### src/rtl/sfh_pkg.sv
package sfh_pkg;

  // status word bit positions
  localparam int ST_BUSY  = 0;
  localparam int ST_TXFUL = 1;
  localparam int ST_TXEMP = 2;
  localparam int ST_RXEMP = 3;
  localparam int ST_RXFUL = 4;

  // interrupt source bit positions
  localparam int IRQ_TXLOW = 0;
  localparam int IRQ_TXOVF = 1;
  localparam int IRQ_RXUNF = 2;
  localparam int IRQ_RXOVF = 3;
  localparam int IRQ_RXHI  = 4;

  // clear strobe bit positions
  localparam int CLR_ALL   = 0;
  localparam int CLR_RXUNF = 1;
  localparam int CLR_RXOVF = 2;
  localparam int CLR_TXOVF = 3;

  // DMA enable bit positions
  localparam int DMA_RX_EN = 0;
  localparam int DMA_TX_EN = 1;

  typedef logic [4:0] irq_vec_t;
  typedef logic [4:0] stat_vec_t;
  typedef logic [3:0] clr_vec_t;

endpackage

### src/rtl/sfh_fifo.sv
module sfh_fifo #(
  parameter int DW    = 16,
  parameter int DEPTH = 32,
  localparam int LW   = $clog2(DEPTH + 1),
  localparam int PW   = (DEPTH > 1) ? $clog2(DEPTH) : 1
) (
  input  logic          clk,
  input  logic          rst_n,
  input  logic          flush,
  input  logic          push,
  input  logic [DW-1:0] push_data,
  input  logic          pop,
  output logic [DW-1:0] head,
  output logic [LW-1:0] level,
  output logic          full,
  output logic          empty
);

  localparam logic [LW-1:0] FULL_L = LW'(DEPTH);
  localparam logic [PW-1:0] LAST_P = PW'(DEPTH - 1);

  logic [DW-1:0] mem [DEPTH];
  logic [PW-1:0] wp, rp;
  logic [LW-1:0] count;
  logic          do_push, do_pop;

  assign full    = (count == FULL_L);
  assign empty   = (count == '0);
  assign do_push = push & ~full & ~flush;
  assign do_pop  = pop & ~empty & ~flush;
  assign head    = mem[rp];
  assign level   = count;

  always_ff @(posedge clk) begin
    if (do_push) mem[wp] <= push_data;
  end

  always_ff @(posedge clk or negedge rst_n) begin
    if (!rst_n) begin
      wp    <= '0;
      rp    <= '0;
      count <= '0;
    end else if (flush) begin
      wp    <= '0;
      rp    <= '0;
      count <= '0;
    end else begin
      if (do_push) wp <= (wp == LAST_P) ? '0 : wp + PW'(1);
      if (do_pop)  rp <= (rp == LAST_P) ? '0 : rp + PW'(1);
      count <= count + LW'(do_push) - LW'(do_pop);
    end
  end

  p_level_bound_r2: assert property (@(posedge clk) disable iff (!rst_n)
    level <= FULL_L);

  p_full_drop_r3: assert property (@(posedge clk) disable iff (!rst_n)
    (push && full && !pop && !flush) |=> $stable(level));

  p_empty_pop_r4: assert property (@(posedge clk) disable iff (!rst_n)
    (pop && empty && !push) |=> (level == '0));

endmodule

### src/rtl/sfh_thr_reg.sv
module sfh_thr_reg #(
  parameter int DEPTH = 32,
  localparam int LW   = $clog2(DEPTH + 1)
) (
  input  logic          clk,
  input  logic          rst_n,
  input  logic          enable,
  input  logic          wr,
  input  logic [LW-1:0] wdata,
  output logic [LW-1:0] thr
);

  localparam logic [LW-1:0] DEPTH_L = LW'(DEPTH);

  logic accept;
  assign accept = wr & ~enable & (wdata < DEPTH_L);

  always_ff @(posedge clk or negedge rst_n) begin
    if (!rst_n)      thr <= '0;
    else if (accept) thr <= wdata;
  end

  p_thr_locked_r10: assert property (@(posedge clk) disable iff (!rst_n)
    enable |=> $stable(thr));

  p_thr_keep_big_r10: assert property (@(posedge clk) disable iff (!rst_n)
    (wr && (wdata >= DEPTH_L)) |=> $stable(thr));

endmodule

### src/rtl/sfh_irq_ctl.sv
module sfh_irq_ctl
  import sfh_pkg::*;
#(
  parameter int LW = 6
) (
  input  logic          clk,
  input  logic          rst_n,
  input  logic [LW-1:0] tx_level,
  input  logic [LW-1:0] rx_level,
  input  logic [LW-1:0] tx_thr,
  input  logic [LW-1:0] rx_thr,
  input  logic          ev_txovf,
  input  logic          ev_rxunf,
  input  logic          ev_rxovf,
  input  logic          clr_wr,
  input  clr_vec_t      clr_bits,
  input  irq_vec_t      int_mask,
  output irq_vec_t      raw_int,
  output irq_vec_t      masked_int,
  output logic          irq
);

  logic flg_txovf, flg_rxunf, flg_rxovf;
  logic clr_txovf, clr_rxunf, clr_rxovf;

  assign clr_txovf = clr_wr & (clr_bits[CLR_ALL] | clr_bits[CLR_TXOVF]);
  assign clr_rxunf = clr_wr & (clr_bits[CLR_ALL] | clr_bits[CLR_RXUNF]);
  assign clr_rxovf = clr_wr & (clr_bits[CLR_ALL] | clr_bits[CLR_RXOVF]);

  // an event in the clearing cycle wins so that no error is lost
  always_ff @(posedge clk or negedge rst_n) begin
    if (!rst_n) begin
      flg_txovf <= 1'b0;
      flg_rxunf <= 1'b0;
      flg_rxovf <= 1'b0;
    end else begin
      if (ev_txovf)       flg_txovf <= 1'b1;
      else if (clr_txovf) flg_txovf <= 1'b0;
      if (ev_rxunf)       flg_rxunf <= 1'b1;
      else if (clr_rxunf) flg_rxunf <= 1'b0;
      if (ev_rxovf)       flg_rxovf <= 1'b1;
      else if (clr_rxovf) flg_rxovf <= 1'b0;
    end
  end

  always_comb begin
    raw_int            = '0;
    raw_int[IRQ_TXLOW] = (tx_level <= tx_thr);
    raw_int[IRQ_TXOVF] = flg_txovf;
    raw_int[IRQ_RXUNF] = flg_rxunf;
    raw_int[IRQ_RXOVF] = flg_rxovf;
    raw_int[IRQ_RXHI]  = (rx_level > rx_thr);
  end

  assign masked_int = raw_int & int_mask;
  assign irq        = |masked_int;

  p_txovf_sticky_r3: assert property (@(posedge clk) disable iff (!rst_n)
    (raw_int[IRQ_TXOVF] && !clr_txovf) |=> raw_int[IRQ_TXOVF]);

  p_rxunf_sticky_r4: assert property (@(posedge clk) disable iff (!rst_n)
    (raw_int[IRQ_RXUNF] && !clr_rxunf) |=> raw_int[IRQ_RXUNF]);

  p_rxovf_sticky_r5: assert property (@(posedge clk) disable iff (!rst_n)
    (raw_int[IRQ_RXOVF] && !clr_rxovf) |=> raw_int[IRQ_RXOVF]);

  p_clear_all_r6: assert property (@(posedge clk) disable iff (!rst_n)
    (clr_wr && clr_bits[CLR_ALL] && !ev_txovf && !ev_rxunf && !ev_rxovf)
      |=> (raw_int[IRQ_RXOVF:IRQ_TXOVF] == 3'b000));

  p_set_wins_r6: assert property (@(posedge clk) disable iff (!rst_n)
    ev_rxunf |=> raw_int[IRQ_RXUNF]);

  p_rxhi_empty_r8: assert property (@(posedge clk) disable iff (!rst_n)
    (rx_level == '0) |-> !raw_int[IRQ_RXHI]);

  p_mask_quiet_r9: assert property (@(posedge clk) disable iff (!rst_n)
    (int_mask == '0) |-> !irq);

endmodule

### src/rtl/sfh_dma_req.sv
module sfh_dma_req #(
  parameter int LW    = 6,
  parameter bit ABOVE = 1'b0
) (
  input  logic          clk,
  input  logic          rst_n,
  input  logic          en,
  input  logic [LW-1:0] level,
  input  logic [LW-1:0] wm,
  output logic          req
);

  logic hit;

  generate
    if (ABOVE) begin : g_drain
      assign hit = (level > wm);
    end else begin : g_refill
      assign hit = (level <= wm);
    end
  endgenerate

  assign req = en & hit;

  p_dma_gate_r12: assert property (@(posedge clk) disable iff (!rst_n)
    !en |-> !req);

endmodule

### src/rtl/spi_fifo_hub.sv
module spi_fifo_hub
  import sfh_pkg::*;
#(
  parameter int DW    = 16,
  parameter int DEPTH = 32,
  localparam int LW   = $clog2(DEPTH + 1)
) (
  input  logic          clk,
  input  logic          rst_n,
  input  logic          enable,
  input  logic          engine_busy,
  input  logic          tx_push,
  input  logic [DW-1:0] tx_push_data,
  output logic          tx_out_valid,
  input  logic          tx_out_ready,
  output logic [DW-1:0] tx_out_data,
  input  logic          rx_in_valid,
  output logic          rx_in_ready,
  input  logic [DW-1:0] rx_in_data,
  input  logic          rx_pop,
  output logic [DW-1:0] rx_pop_data,
  input  logic          tx_thr_wr,
  input  logic          rx_thr_wr,
  input  logic [LW-1:0] thr_wdata,
  output logic [LW-1:0] tx_thr,
  output logic [LW-1:0] rx_thr,
  input  logic [4:0]    int_mask,
  input  logic          clr_wr,
  input  logic [3:0]    clr_bits,
  input  logic [1:0]    dma_ctrl,
  input  logic [LW-1:0] tx_dma_wm,
  input  logic [LW-1:0] rx_dma_wm,
  output logic [LW-1:0] tx_level,
  output logic [LW-1:0] rx_level,
  output logic [4:0]    status,
  output logic [4:0]    raw_int,
  output logic [4:0]    masked_int,
  output logic          irq,
  output logic          tx_dma_req,
  output logic          rx_dma_req
);

  logic          flush;
  logic          tx_full, tx_empty, rx_full, rx_empty;
  logic          tx_pop;
  logic [DW-1:0] rx_head;
  logic          ev_txovf, ev_rxunf, ev_rxovf;
  stat_vec_t     st;

  assign flush = ~enable;

  // transmit queue: bus writes in, shift engine drains
  assign tx_pop       = tx_out_valid & tx_out_ready;
  assign tx_out_valid = enable & ~tx_empty;

  sfh_fifo #(.DW(DW), .DEPTH(DEPTH)) u_txq (
    .clk       (clk),
    .rst_n     (rst_n),
    .flush     (flush),
    .push      (tx_push & enable),
    .push_data (tx_push_data),
    .pop       (tx_pop),
    .head      (tx_out_data),
    .level     (tx_level),
    .full      (tx_full),
    .empty     (tx_empty)
  );

  // receive queue: shift engine fills, bus reads drain
  assign rx_in_ready = enable & ~rx_full;

  sfh_fifo #(.DW(DW), .DEPTH(DEPTH)) u_rxq (
    .clk       (clk),
    .rst_n     (rst_n),
    .flush     (flush),
    .push      (rx_in_valid & enable),
    .push_data (rx_in_data),
    .pop       (rx_pop),
    .head      (rx_head),
    .level     (rx_level),
    .full      (rx_full),
    .empty     (rx_empty)
  );

  assign rx_pop_data = rx_empty ? '0 : rx_head;

  // error events
  assign ev_txovf = enable & tx_push & tx_full;
  assign ev_rxovf = enable & rx_in_valid & rx_full;
  assign ev_rxunf = rx_pop & rx_empty;

  // thresholds
  sfh_thr_reg #(.DEPTH(DEPTH)) u_txthr (
    .clk    (clk),
    .rst_n  (rst_n),
    .enable (enable),
    .wr     (tx_thr_wr),
    .wdata  (thr_wdata),
    .thr    (tx_thr)
  );

  sfh_thr_reg #(.DEPTH(DEPTH)) u_rxthr (
    .clk    (clk),
    .rst_n  (rst_n),
    .enable (enable),
    .wr     (rx_thr_wr),
    .wdata  (thr_wdata),
    .thr    (rx_thr)
  );

  sfh_irq_ctl #(.LW(LW)) u_irq (
    .clk        (clk),
    .rst_n      (rst_n),
    .tx_level   (tx_level),
    .rx_level   (rx_level),
    .tx_thr     (tx_thr),
    .rx_thr     (rx_thr),
    .ev_txovf   (ev_txovf),
    .ev_rxunf   (ev_rxunf),
    .ev_rxovf   (ev_rxovf),
    .clr_wr     (clr_wr),
    .clr_bits   (clr_bits),
    .int_mask   (int_mask),
    .raw_int    (raw_int),
    .masked_int (masked_int),
    .irq        (irq)
  );

  sfh_dma_req #(.LW(LW), .ABOVE(1'b0)) u_txdma (
    .clk   (clk),
    .rst_n (rst_n),
    .en    (dma_ctrl[DMA_TX_EN]),
    .level (tx_level),
    .wm    (tx_dma_wm),
    .req   (tx_dma_req)
  );

  sfh_dma_req #(.LW(LW), .ABOVE(1'b1)) u_rxdma (
    .clk   (clk),
    .rst_n (rst_n),
    .en    (dma_ctrl[DMA_RX_EN]),
    .level (rx_level),
    .wm    (rx_dma_wm),
    .req   (rx_dma_req)
  );

  // status word
  always_comb begin
    st           = '0;
    st[ST_BUSY]  = engine_busy | (enable & ~tx_empty);
    st[ST_TXFUL] = tx_full;
    st[ST_TXEMP] = tx_empty;
    st[ST_RXEMP] = rx_empty;
    st[ST_RXFUL] = rx_full;
  end
  assign status = st;

  p_flush_r13: assert property (@(posedge clk) disable iff (!rst_n)
    !enable |=> (tx_level == '0 && rx_level == '0));

  p_no_err_off_r13: assert property (@(posedge clk) disable iff (!rst_n)
    (!enable && !raw_int[IRQ_TXOVF]) |=> !raw_int[IRQ_TXOVF]);

  p_tx_excl_r11: assert property (@(posedge clk) disable iff (!rst_n)
    !(status[ST_TXFUL] && status[ST_TXEMP]));

endmodule

### config.mk
export PLATFORM = sky130hd
export DESIGN_NAME = spi_fifo_hub
export DESIGN_NICKNAME = d
export VERILOG_FILES = /design/src/rtl/sfh_pkg.sv /design/src/rtl/sfh_fifo.sv /design/src/rtl/sfh_thr_reg.sv /design/src/rtl/sfh_irq_ctl.sv /design/src/rtl/sfh_dma_req.sv /design/src/rtl/spi_fifo_hub.sv
export SDC_FILE = /design/constraint.sdc
export NUM_CORES = 1
export LEC_CHECK = 0
export BUFFER_PORTS_ARGS = -buffer_cell sky130_fd_sc_hd__buf_2
export CAP_MARGIN = 0
export CORE_MARGIN = 2
export CORE_UTILIZATION = 60
export DETAILED_ROUTE_END_ITERATION = 8
export GPL_TIMING_DRIVEN = 0
export PLACE_DENSITY = 0.77
export SKIP_LAST_GASP = 1
export SLEW_MARGIN = 20
export SYNTH_ARGS = -nofsm -noshare
export SYNTH_HDL_FRONTEND = slang
export SYNTH_SLANG_ARGS = --single-unit
### constraint.sdc
create_clock -name clk -period 3.3 [get_ports clk]
set_input_delay 0.165 -clock clk [delete_from_list [all_inputs] [get_ports clk]]
set_output_delay 0.165 -clock clk [all_outputs]
set_load 0.01 [all_outputs]
==> results.sh, run 1 <==
export IMPL_fmax_mhz=302
export IMPL_synthArstFlopShare=0.0439
export IMPL_cp_top_family="buffers and inverters"
export IMPL_rr_worst_depth=7
export IMPL_worst_ep_required_time_ps=3130
export IMPL_setup_ws_ps=-10.3
export IMPL_die_x_microns=270
export IMPL_syn_inst=2148
export IMPL_netlist_area_sq_mm=0.0425
export IMPL_netlist_top_cells_area="edfxtp_1 (72%), mux4_2 (10%), mux2i_1 (3.1%)"
export IMPL_startpoint_type="register"
export IMPL_ys_types=62
export IMPL_yosys_area_top_type_share=0.724
export IMPL_rsz0062_at_grt="yes"
export IMPL_grt_pass1_wl_mm=158
export IMPL_sw_frac_of_total=0.260
export IMPL_tightestPinTransition_ps=950
export IMPL_syn_nets=2278
export IMPL_combPwrFrac=0.177
export IMPL_cp_cell_sequence="clkbuf_4 > buf_6 > buf_8 > mux4_2 > a22oi_2 > nand4_1 > buf_2"
export IMPL_drv_cap=0
export IMPL_period_share=1.00
export IMPL_num_vias=23500
export IMPL_first_global_vias=23500
export IMPL_clkPwrFrac=0.363
export IMPL_crit_type="reg -> out"
export IMPL_yosys_area_top_type="edfxtp_1"
export IMPL_cp_slowest_cell="mux4_2"
export IMPL_pin_count=148
export IMPL_core_sq_mm=0.0700
export IMPL_fin_worst_skew_ps=35.1
export IMPL_die_h_microns=270
export IMPL_first_pass_iters=5
export IMPL_crit_path_end_kind="primary output"
export IMPL_critPathArrivalTime_ps=3150
export IMPL_hpwl_mm=68.1
export IMPL_wirelength_mm=110
export IMPL_internal_power_mw=24.6
export IMPL_finalSetupTns_ps=-11.2
export IMPL_synth_edf_count=1024
export IMPL_drc=0
export IMPL_grt_util_met2=0.481
export IMPL_cts_made_buffers=102
export IMPL_critical_path_cell_count=7
export IMPL_fin_nets=2619
export IMPL_whs_path_depth=3
export IMPL_critical_path_buf_inv_count=4
export IMPL_report_final_slew_viol_count=0
export IMPL_status="finished, violations left"
export IMPL_globalRouteMet1Util=0.412
export IMPL_violations="hold timing, setup timing"
export IMPL_seqPwrFrac=0.460
export IMPL_hold_slack_ps=-11.3
export IMPL_fin_crit_ps=3310
export IMPL_seq_area_frac_synth=0.752
export IMPL_final_setup_viol_count=2
export IMPL_area_growth_synth_to_final_pct=16.7
export IMPL_initial_core_util=0.606
export IMPL_ys_seq_elements=1071
export IMPL_cp_slowest_stage_delay_ps=570
export IMPL_synthFlopType="edfxtp_1"
export IMPL_globalRouteTotalUtil=0.300
export IMPL_synth_avg_cell_area_sq_um=19.8
export IMPL_ir_drop_mv=0.617
export IMPL_drtAntennaViolNets=0
export IMPL_grt_max_degree=48
export IMPL_busiest_layer="met2"
export IMPL_cts_buffer_depth=3
export IMPL_root_buffer="clkbuf_16"
export IMPL_die_area_sq_mm=0.0729
export IMPL_hold_viol_final=1
export IMPL_fillCellCount=4053
export IMPL_grt_overflow=0
export IMPL_wire_per_inst_microns=31.2
export IMPL_hp_class="in -> reg"
export IMPL_pwr_density_cell_mw_per_mm2=670
export IMPL_cts_clk_slew_worst_paths_ps=60
export IMPL_antenna_found_initial=1
export IMPL_port_buffer_count=146
export IMPL_h_tree_depth=3
export IMPL_cts_tree="done"
export IMPL_leakagePower_nw=16.1
export IMPL_drive_above_1_share=0.310
export IMPL_core_rowCount=97
export IMPL_drtIter0Drc=3286
export IMPL_grt_use_met3=0.0653
export IMPL_relSlewSlack=0.366
export IMPL_clock_latency_ps=690
export IMPL_globalplace_congestion=0.894
export IMPL_yosysWarnings=0
export IMPL_viasPerCell=6.69
export IMPL_worstPathMaxFanout=10
export IMPL_numClockSinks=1071
export IMPL_p_sw_mw=8.64
==> through the flow <==
stage | cells | util | total power, mW | instance area, sq um | setup WS [ps]
3_5_place_dp | 3283 | 0.645 | 21.0 | 45200 | -221
6_report | 3516 | 0.708 | 33.2 | 49600 | -10.3
4_1_cts | 3505 | 0.702 | 33.1 | 49200 | -74.3
2_1_floorplan | 2148 | - | 19.0 | 42500 | 309
3_3_place_gp | 3234 | 0.634 | 20.8 | 44400 | -333
5_1_grt | 3515 | 0.708 | 34.2 | 49600 | -95.9
==> synth_stat cells (5+ instances only) <==
master,n
edfxtp_1,1024
mux4_2,192
a22oi_1,160
mux2i_1,132
nor2_1,88
ha_1,56
inv_1,50
nand3_1,50
clkbuf_1,49
dfrtp_1,47
buf_2,45
nand4_1,35
nand2_1,31
o21ai_0,18
a21oi_1,17
buf_6,14
a21o_1,10
nand3b_1,9
nor3_1,9
and2_1,8
buf_4,7
a22o_1,5
nor2b_1,5
nor4_1,5
==> layout make-up <==
class,count,area (sq um),share of cell area
antenna,1,2.50,0.0000505
buffer,118,781,0.0158
clock buffer,126,2670,0.0540
clock inverter,64,785,0.0158
inverter,53,199,0.00401
multi-input combinational,906,10300,0.207
sequential,1071,31900,0.644
tap,940,1180,0.0237
timing repair buffer,237,1760,0.0354
==> worst min-delay path, cell delays in order <==
cell     delay [ps]
buf_2           110
o21ai_0         180
a32o_1          160
==> registers in the layout (all words and copies together) (netlist names) <==
name             cells
u_rxthr.thr          6
u_txq.level          6
u_txq.rp             5
u_rxq.rp             5
u_rxq.wp             5
u_irq.flg_rxovf      1
u_rxq.mem          512
u_txq.wp             5
u_irq.flg_txovf      1
u_txthr.thr          6
u_txq.mem          512
u_rxq.level          6
u_irq.flg_rxunf      1
==> path summary, 6_finish.rpt <==
check	from	to	slack [ps]
max in group asynchronous	rst_n	u_rxq.level[5]$_DFF_PN0_	2770
hold reg to reg	u_irq.flg_txovf$_DFFE_PN0P_	u_irq.flg_txovf$_DFFE_PN0P_	520
setup / recovery	u_rxq.rp[0]$_DFFE_PN0P_	rx_pop_data[11]	-10
hold / removal	clr_wr	u_irq.flg_txovf$_DFFE_PN0P_	-10
min in group asynchronous	rst_n	u_rxthr.thr[5]$_DFFE_PN0P_	40
setup reg to reg	u_txq.level[3]$_DFF_PN0_	u_txq.mem[17][8]$_DFFE_PP_	0
==> cell usage in the layout (no fill, tap or decap), types with 9 or more instances in the layout <==
cell type / n
a21o_1: 10
nand3b_1: 9
nand3_1: 44
buf_2: 166
nor2_2: 60
dlygate4sd3_1: 22
a21oi_1: 16
o21ai_0: 18
clkbuf_2: 14
buf_8: 19
edfxtp_1: 1024
a22oi_2: 48
clkbuf_1: 49
nor2_1: 22
dfrtp_1: 43
buf_4: 40
clkbuf_16: 104
bufinv_16: 15
nand2_1: 31
inv_1: 47
a22oi_1: 112
clkinv_2: 18
nor3_1: 9
mux4_2: 192
ha_1: 54
clkinv_1: 21
nand4_1: 35
clkbuf_4: 13
buf_6: 46
mux2i_1: 132
==> kinds of logic (layout without fill, tap and decap cells) <==
kind of cell               Yosys count  in the layout  synth area share
DFF                               1071           1071             0.752
and+or+nand+nor                    279            279            0.0366
other                                0              1                 0
adders and majority gates           58             58            0.0174
buffers and inverters              171            598            0.0195
xor gates and xnor gates             5              5           0.00103
muxes                              326            326             0.133
AOI/OAI and AO/OA                  238            238            0.0402
==> per-layer routing <==
metal	wire length [microns]	up-vias
li1	-	9532
met1	39900	12100
met2	54100	1627
met3	12200	226
met4	3680	0
met5	0	-
==> power groups by stage <==
stage	registers (mW)	clock network (mW)	logic, mW
6_report	15.3	12.1	5.89
5_1_grt	15.3	12.6	6.25
4_1_cts	15.3	12.1	5.69
3_5_place_dp	15.6	0	5.38
3_3_place_gp	15.6	0	5.21
2_1_floorplan	15.6	0	3.45
==> repair_timing <==
action / in CTS / in global routing
cloned: 0 / 1
pin swaps: 7 / 13
hold buffers: 22 / 0
setup endpoints to repair: 33 / 148
setup buffers: 10 / 10
endpoints found under the hold margin: 109 / 0
resized for setup: 81 / 80
Power figures use the tool's default switching activity.
==> run 2, diff against run 1 <==
--- a/config.mk
+++ b/config.mk
@@ -8,10 +8,10 @@
 export BUFFER_PORTS_ARGS = -buffer_cell sky130_fd_sc_hd__buf_2
 export CAP_MARGIN = 0
 export CORE_MARGIN = 2
-export CORE_UTILIZATION = 60
+export CORE_UTILIZATION = 50
 export DETAILED_ROUTE_END_ITERATION = 8
 export GPL_TIMING_DRIVEN = 0
-export PLACE_DENSITY = 0.77
+export PLACE_DENSITY = 0.66
 export SKIP_LAST_GASP = 1
 export SLEW_MARGIN = 20
 export SYNTH_ARGS = -nofsm -noshare
==> constraint.sdc (replaced) <==
create_clock -name clk -period 3.3 [get_ports clk]
set_input_delay 0.165 -clock clk [delete_from_list [all_inputs] [get_ports clk]]
set_output_delay 0.165 -clock clk [all_outputs]
set_load 0.005 [all_outputs]
==> results.sh, run 2 (synthesis results as in run 1) <==
export IMPL_hold_slack_ps=-4.33
export IMPL_status="finished, violations left"
export IMPL_pin_count=148
export IMPL_first_global_vias=22800
export IMPL_hp_class="in -> reg"
export IMPL_die_x_microns=295
export IMPL_crit_type="reg -> reg"
export IMPL_wirelength_mm=106
export IMPL_mostFrequentLayoutCells="edfxtp_1 (1024), mux4_2 (192), buf_2 (177)"
export IMPL_violations="hold timing"
export IMPL_die_area_sq_mm=0.0873
export IMPL_clock_latency_ps=700
export IMPL_pwr_density_cell_mw_per_mm2=656
export IMPL_port_buffer_count=146
export IMPL_ir_drop_mv=0.486
export IMPL_report_final_slew_viol_count=0
export IMPL_fmax_mhz=305
export IMPL_setup_ws_ps=26.4
export IMPL_area_growth_synth_to_final_pct=17.4
export IMPL_cts_tree="done"
export IMPL_layout_commonest_cell="edfxtp_1"
export IMPL_grt_overflow=0
export IMPL_drv_cap=0
export IMPL_numClockSinks=1071
export IMPL_rsz0062_at_grt="yes"
export IMPL_hpwl_mm=69.3
export IMPL_finalInstanceArea_sq_mm=0.0498
export IMPL_drtIter0Drc=2603
export IMPL_viasPerCell=6.08
export IMPL_num_vias=22600
export IMPL_drive_above_1_share=0.304
export IMPL_dp_slack_ps=-306
export IMPL_final_setup_viol_count=0
export IMPL_reg_top3="u_rxq.mem x512, u_txq.mem x512"
export IMPL_core_sq_mm=0.0838
export IMPL_worstPathMaxFanout=9
export IMPL_globalplace_congestion=0.860
export IMPL_hold_viol_final=1
export IMPL_worst_ep_required_time_ps=3710
export IMPL_fin_nets=2633
export IMPL_root_buffer="clkbuf_16"
export IMPL_startpoint_type="register"
export IMPL_cts_made_buffers=106
export IMPL_fillCellCount=6017
export IMPL_first_pass_iters=6
export IMPL_core_rowCount=106
export IMPL_placed_cell_area_sq_mm=0.0455
export IMPL_utilization=0.595
export IMPL_critPathArrivalTime_ps=3690
export IMPL_crit_path_end_kind="register"
export IMPL_die_h_microns=295
export IMPL_drtAntennaViolNets=0
export IMPL_leakagePower_nw=16.1
export IMPL_grt_pass1_wl_mm=153
export IMPL_cts_clk_slew_worst_paths_ps=60
export IMPL_wire_per_inst_microns=28.6
export IMPL_fin_worst_skew_ps=79.6
export IMPL_cts_buffer_depth=3
export IMPL_tightestPinTransition_ps=935
export IMPL_initial_core_util=0.507
export IMPL_period_share=0.992
export IMPL_drc=0
export IMPL_grt_max_degree=48
export IMPL_antenna_found_initial=3
export IMPL_fin_crit_ps=3270
export IMPL_h_tree_depth=3
export IMPL_globalRouteTotalUtil=0.245
export IMPL_relSlewSlack=0.375
-- run 2: cell types whose count changed in the layout (fill, tap and decap cells not counted), moves of 5 or more --
cell           before  now
bufinv_16          15    9
a22oi_2            48   38
buf_4              40   31
dlygate4sd3_1      22   27
buf_2             166  177
buf_6              46   38
buf_8              19   32
a22oi_1           112  122
-- run 2: metal layers --
layer  vias up  global-route usage  part of all wire  wire length [microns]
met2      1048               0.393              0.48                  51000
met1     11800               0.341              0.40                  43000
li1       9547                   -                 -                      -
met5         -                   0           0.00012                     13
met3       183              0.0516             0.088                   9310
met4         2              0.0730             0.029                   3050
-- run 2: report_power, final --
group	total, mW	switching (mW)	internal [mW]	leakage, nW
Sequential	15.3	0.167	15.1	9.82
Combinational	5.68	3.21	2.47	4.66
Clock	11.7	5.08	6.64	1.66
Total	32.7	8.45	24.2	16.1
-- run 2: critical path: stages (launching register included) --
cell and delay [ps]:
dfrtp_1 450, inv_1 110, ha_1 230, and4bb_2 290, or2_1 290, inv_2 170, nand2_1 530, nor2_2 740
buf_6 240
-- run 2: cell type report --
cell class	count	area, sq um	area share
Clock buffer	124	2720	0.0546
Buffer	117	757	0.0152
Clock inverter	64	691	0.0139
Inverter	53	199	0.00399
Multi-Input combinational cell	906	10200	0.204
Antenna cell	2	5.00	0.000100
Sequential cell	1071	31900	0.641
Tap cell	1134	1420	0.0285
Timing Repair Buffer	248	1930	0.0387
-- run 2: final timing paths --
| kind | slack, ps | depth (start not counted) | endpoint | startpoint |
|---|---|---|---|---|
| worst min-delay path | -4 | 3 | u_irq.flg_txovf$_DFFE_PN0P_ | clr_wr |
| min in group asynchronous | 50 | 2 | u_rxthr.thr[5]$_DFFE_PN0P_ | rst_n |
| worst max-delay path | 30 | 8 | u_txq.mem[16][3]$_DFFE_PP_ | u_txq.level[2]$_DFF_PN0_ |
| worst max register to register | 30 | 8 | u_txq.mem[16][3]$_DFFE_PP_ | u_txq.level[2]$_DFF_PN0_ |
| worst min register to register | 540 | 2 | u_txthr.thr[5]$_DFFE_PN0P_ | u_txthr.thr[5]$_DFFE_PN0P_ |
| max in group asynchronous | 2740 | 2 | u_txq.rp[1]$_DFFE_PN0P_ | rst_n |
-- run 2: stage by stage --
stage	instances	TNS, ps	total power, mW
3_3_place_gp	3428	-267690	20.7
2_1_floorplan	2148	0	18.9
3_5_place_dp	3484	-2710	20.9
6_report	3719	0	32.7
4_1_cts	3712	-519	32.7
5_1_grt	3718	-1990	33.8
-- run 2: what timing repair did --
action,in CTS,in global routing
resized for setup,74,58
pin swaps,13,13
hold endpoints to repair,121,0
gates cloned,1,1
hold buffers,27,0
buffers inserted,13,5
setup endpoints to repair,54,146
